## src/rtl/irq_pkg.sv

```systemverilog
package irq_pkg;
   localparam int IRQ_REG_W  = 16;
   localparam int IRQ_SRC_N  = 7;
   localparam int IRQ_EN_LSB = IRQ_REG_W / 2;

   // Source positions in the status byte; decoded by software, so fixed.
   localparam int SRC_CCIR_ERR = 0;
   localparam int SRC_STAT_RDY = 1;
   localparam int SRC_LAST_CODE = 2;
   localparam int SRC_FIFO_REQ = 3;
   localparam int SRC_FIFO_ERR = 4;
   localparam int SRC_FIFO_STOP = 5;
   localparam int SRC_MEM_ERR  = 6;

   // Sources shown at their live level rather than captured.
   localparam logic [IRQ_SRC_N-1:0] IRQ_LEVEL_SRC = IRQ_SRC_N'(1) << SRC_FIFO_REQ;
endpackage

```

## src/rtl/irq_edge_detect.sv

```systemverilog
module irq_edge_detect #(
   parameter int N = 7
) (
   input  logic         clk,
   input  logic         rst_n,
   input  logic [N-1:0] lvl,
   output logic [N-1:0] rise
);
   logic [N-1:0] lvl_q;

   always_ff @(posedge clk or negedge rst_n) begin
      if (!rst_n) lvl_q <= '0;
      else        lvl_q <= lvl;
   end

   assign rise = lvl & ~lvl_q;
endmodule

```

## src/rtl/irq_status_bank.sv

```systemverilog
module irq_status_bank #(
   parameter int           N          = 7,
   parameter logic [N-1:0] LEVEL_MASK = '0
) (
   input  logic         clk,
   input  logic         rst_n,
   input  logic [N-1:0] lvl,
   input  logic [N-1:0] rise,
   input  logic         clr,
   output logic [N-1:0] status
);
   for (genvar i = 0; i < N; i++) begin : g_bit
      if (LEVEL_MASK[i]) begin : g_level
         assign status[i] = lvl[i];
         logic unused_rise;
         assign unused_rise = rise[i];
      end else begin : g_sticky
         logic held;
         always_ff @(posedge clk or negedge rst_n) begin
            if (!rst_n) held <= 1'b0;
            else        held <= (held & ~clr) | rise[i];
         end
         assign status[i] = held;
      end
   end
endmodule

```

## src/rtl/irq_output.sv

```systemverilog
module irq_output #(
   parameter int N = 7
) (
   input  logic [N-1:0] status,
   input  logic [N-1:0] enable,
   input  logic         pol_high,
   output logic         irq
);
   logic any_hit;
   assign any_hit = |(status & enable);
   assign irq     = pol_high ? any_hit : ~any_hit;
endmodule

```

## src/rtl/irq_status_reg.sv

```systemverilog
module irq_status_reg
   import irq_pkg::*;
#(
   parameter int                   REG_W      = IRQ_REG_W,
   parameter int                   SRC_N      = IRQ_SRC_N,
   parameter logic [SRC_N-1:0]     LEVEL_MASK = IRQ_LEVEL_SRC
) (
   input  logic             clk,
   input  logic             rst_n,
   input  logic             rd_en,
   input  logic             wr_en,
   input  logic [REG_W-1:0] wr_data,
   input  logic [SRC_N-1:0] evt_lvl,
   input  logic             irq_pol_high,
   output logic [REG_W-1:0] rd_data,
   output logic             irq_out
);
   localparam int EN_LSB = REG_W / 2;
   localparam int EN_MSB = EN_LSB + SRC_N - 1;

   if (REG_W % 2 != 0) begin : g_bad_width
      $error("irq_status_reg: REG_W must be even");
   end
   if (SRC_N >= EN_LSB) begin : g_bad_count
      $error("irq_status_reg: SRC_N must leave a reserved bit in each half");
   end

   logic [SRC_N-1:0] rise;
   logic [SRC_N-1:0] status;
   logic [SRC_N-1:0] enable_q;

   irq_edge_detect #(.N(SRC_N)) u_edge (
      .clk  (clk),
      .rst_n(rst_n),
      .lvl  (evt_lvl),
      .rise (rise)
   );

   irq_status_bank #(.N(SRC_N), .LEVEL_MASK(LEVEL_MASK)) u_bank (
      .clk   (clk),
      .rst_n (rst_n),
      .lvl   (evt_lvl),
      .rise  (rise),
      .clr   (rd_en),
      .status(status)
   );

   always_ff @(posedge clk or negedge rst_n) begin
      if (!rst_n)     enable_q <= '0;
      else if (wr_en) enable_q <= wr_data[EN_MSB:EN_LSB];
   end

   logic unused_wr_bits;
   assign unused_wr_bits = ^{wr_data[EN_LSB-1:0], wr_data[REG_W-1:EN_MSB+1]};

   always_comb begin
      rd_data                  = '0;
      rd_data[SRC_N-1:0]       = status;
      rd_data[EN_MSB:EN_LSB]   = enable_q;
   end

   irq_output #(.N(SRC_N)) u_out (
      .status  (status),
      .enable  (enable_q),
      .pol_high(irq_pol_high),
      .irq     (irq_out)
   );
endmodule

```

## config.mk

```make
export PLATFORM = sky130hd
export DESIGN_NAME = irq_status_reg
export DESIGN_NICKNAME = d
export VERILOG_FILES = /design/src/rtl/irq_pkg.sv /design/src/rtl/irq_edge_detect.sv /design/src/rtl/irq_status_bank.sv /design/src/rtl/irq_output.sv /design/src/rtl/irq_status_reg.sv
export SDC_FILE = /design/constraint.sdc
export NUM_CORES = 1
export LEC_CHECK = 0
export ABC_AREA = 1
export BUFFER_PORTS_ARGS = -buffer_cell sky130_fd_sc_hd__buf_2
export CORE_MARGIN = 2
export CORE_UTILIZATION = 43
export CTS_CLUSTER_SIZE = 30
export DETAILED_ROUTE_END_ITERATION = 10
export PLACE_DENSITY = 0.72
export SYNTH_ARGS = -nofsm -noshare
export SYNTH_HDL_FRONTEND = slang
export SYNTH_HIERARCHICAL = 1
export SYNTH_SLANG_ARGS = --single-unit
```

## constraint.sdc

```tcl
create_clock -name clk -period 1.3 [get_ports clk]
set_input_delay 0.26 -clock clk [delete_from_list [all_inputs] [get_ports clk]]
set_output_delay 0.26 -clock clk [all_outputs]
set_load 0.01 [all_outputs]
```

==> flow_summary.toml <==
[global_routing]
grt_pass1_wl_um = 2510
grt_max_degree = 20
grt_pass1_vias = 601
antenna_found_initial = 0
grt_usage_pct = 14.0
overflow = 0

[floorplanning]
die_h_um = 48.4
core_um2 = 1900
die_w_um = 48.4
start_util_pct = 44.5
die_area_um2 = 2340
num_io_pins = 45
rows = 16

[finish]
finalNetCount = 168
final_cell_count_no_fill = 166
area_growth_pct = 26.9
drive_gt1_share_pct = 39.6
fill_cells = 197
antenna_cells = 0
final_area_um2 = 1070

[drt]
drt-wirelength-per-cell_um = 8.69
firstDrtPassIters = 3
wl_um = 1440
final_antenna_net_count = 0
met2_length_um = 745
vias = 662
met3_length_um = 72
drc_errors = 0
met1Wirelength_um = 601
drt_iter0_markers = 3
highest_layer = "met4"
via_per_inst = 3.99

[clock_network]
clock-sinks = 19
clk_pin_slew_ns = 0.10
cts_tree = "built"
clock_latency_ns = 0.30
cts_buffer_depth = 2
cts_buffers = 3
htree_levels = 1
cts-root-buf = "clkbuf_4"

[timing]
finClkSkew_ns = 0.00226
finalSetupViolCount = 1
fin_crit_ns = 1.49
final_max_slew_viol_count = 0
setup_ws_ns = -0.188
hold_viol = 0
fmax_mhz = 672
final.period_utilization_pct = 114
rsz0062_at_grt = "yes"
setup_tns_ns = -0.188

[critical_path]
arrival_ns = 1.23
crit_fanout = 2
path_class = "register to output pin"
endpoint_kind = "output pin"
required_ns = 1.04
cp-start-kind = "register"

[place]
io_buffers = 33
dp_hpwl_um = 1090
dpl_cell_area_um2 = 970
routabilityCongestion = 0.763
dp.cells = 152

[min_path]
hp-class = "primary input to register"

[pwr]
p_per_area_nw_per_um2 = 1110
totalPowerFinal_mw = 1.20
ir_drop_v = 0.000681
leakagePower_nw = 0.657

[synthesis]
syn-instance-count = 101
synth_warnings = 6
synth.cell_area_um2 = 846
avgSynthCellArea_um2 = 8.37

[job]
maxCapViolCount = 0

[run_status]
status = "finished with violations"
violations = "negative setup slack"
-- layout make-up --
type | instances | area (um^2) | share of cell area (%)
clock buffers | 4 | 26.3 | 2.45
repair buffers | 43 | 243 | 22.6
inverters | 16 | 60.1 | 5.59
well taps | 27 | 33.8 | 3.15
multi-input cells | 57 | 235 | 21.9
flip-flops and latches | 19 | 475 | 44.3
-- final timing paths --
kind	from	endpoint	slack, ns	cells after the start
setup / recovery	enable_q[4]	irq_out	-0.19	7
hold / removal	evt_lvl[2]	u_edge/lvl_q[2]	0.07	1
setup reg to reg	u_bank/g_bit[5].g_sticky.held	u_bank/g_bit[5].g_sticky.held	0.57	3
hold reg to reg	u_edge/lvl_q[1]	u_bank/g_bit[1].g_sticky.held	0.49	3
max in group asynchronous	rst_n	enable_q[4]	0.61	2
min in group asynchronous	rst_n	u_edge/lvl_q[2]	0.41	2
-- repair_timing --
action                                  4_1_cts  5_1_grt
pin swaps                                     2        1
gates resized for setup                       0        0
hold buffers                                  1        0
buffers inserted                              9        0
endpoints found under the setup margin        1        1
endpoints found under the hold margin        19        0
-- per-stage QoR --
stage	setup slack, ns	util (%)	hold slack (ns)
6_report	-0.188	56.4	0.0723
3_5_place_dp	0.109	51.0	0.221
5_1_grt	-0.310	56.4	0.0547
3_3_place_gp	0.146	51.0	0.211
4_1_cts	-0.201	56.4	0.0594
2_1_floorplan	0.159	-	-0.0356
-- layout by cell type, fill, tap and decap left out --
cell type / n
nand3_1: 1
nand2_1: 46
inv_1: 14
dfrtp_1: 19
inv_2: 2
dlygate4sd3_1: 1
clkbuf_4: 3
nor2_2: 8
buf_4: 9
clkbuf_1: 1
conb_1: 2
buf_2: 33
-- worst max-delay path, stage by stage, from the launching register on --
cell	delay [ns]
dfrtp_1	0.40
nand2_1	0.07
nand2_1	0.07
nor2_2	0.10
nand2_1	0.07
nand2_1	0.05
nand2_1	0.05
buf_2	0.13
-- routing by layer --
metal	GRT usage, %	vias up
li1	-	353
met1	14.8	289
met2	25.2	18
met3	3.09	2
met4	8.57	0
met5	0	-
-- flip-flops by register name, summed over array words and instances, names as in the netlist --
name and count:
u_bank/g_bit.g_sticky.held 6, enable_q 7, u_edge/lvl_q 6
-- power breakdown --
group	internal, mW	switching, mW
sequential	0.636	0.0249
clock	0.120	0.177
combinational	0.113	0.125
Power figures use the tool's default switching activity.
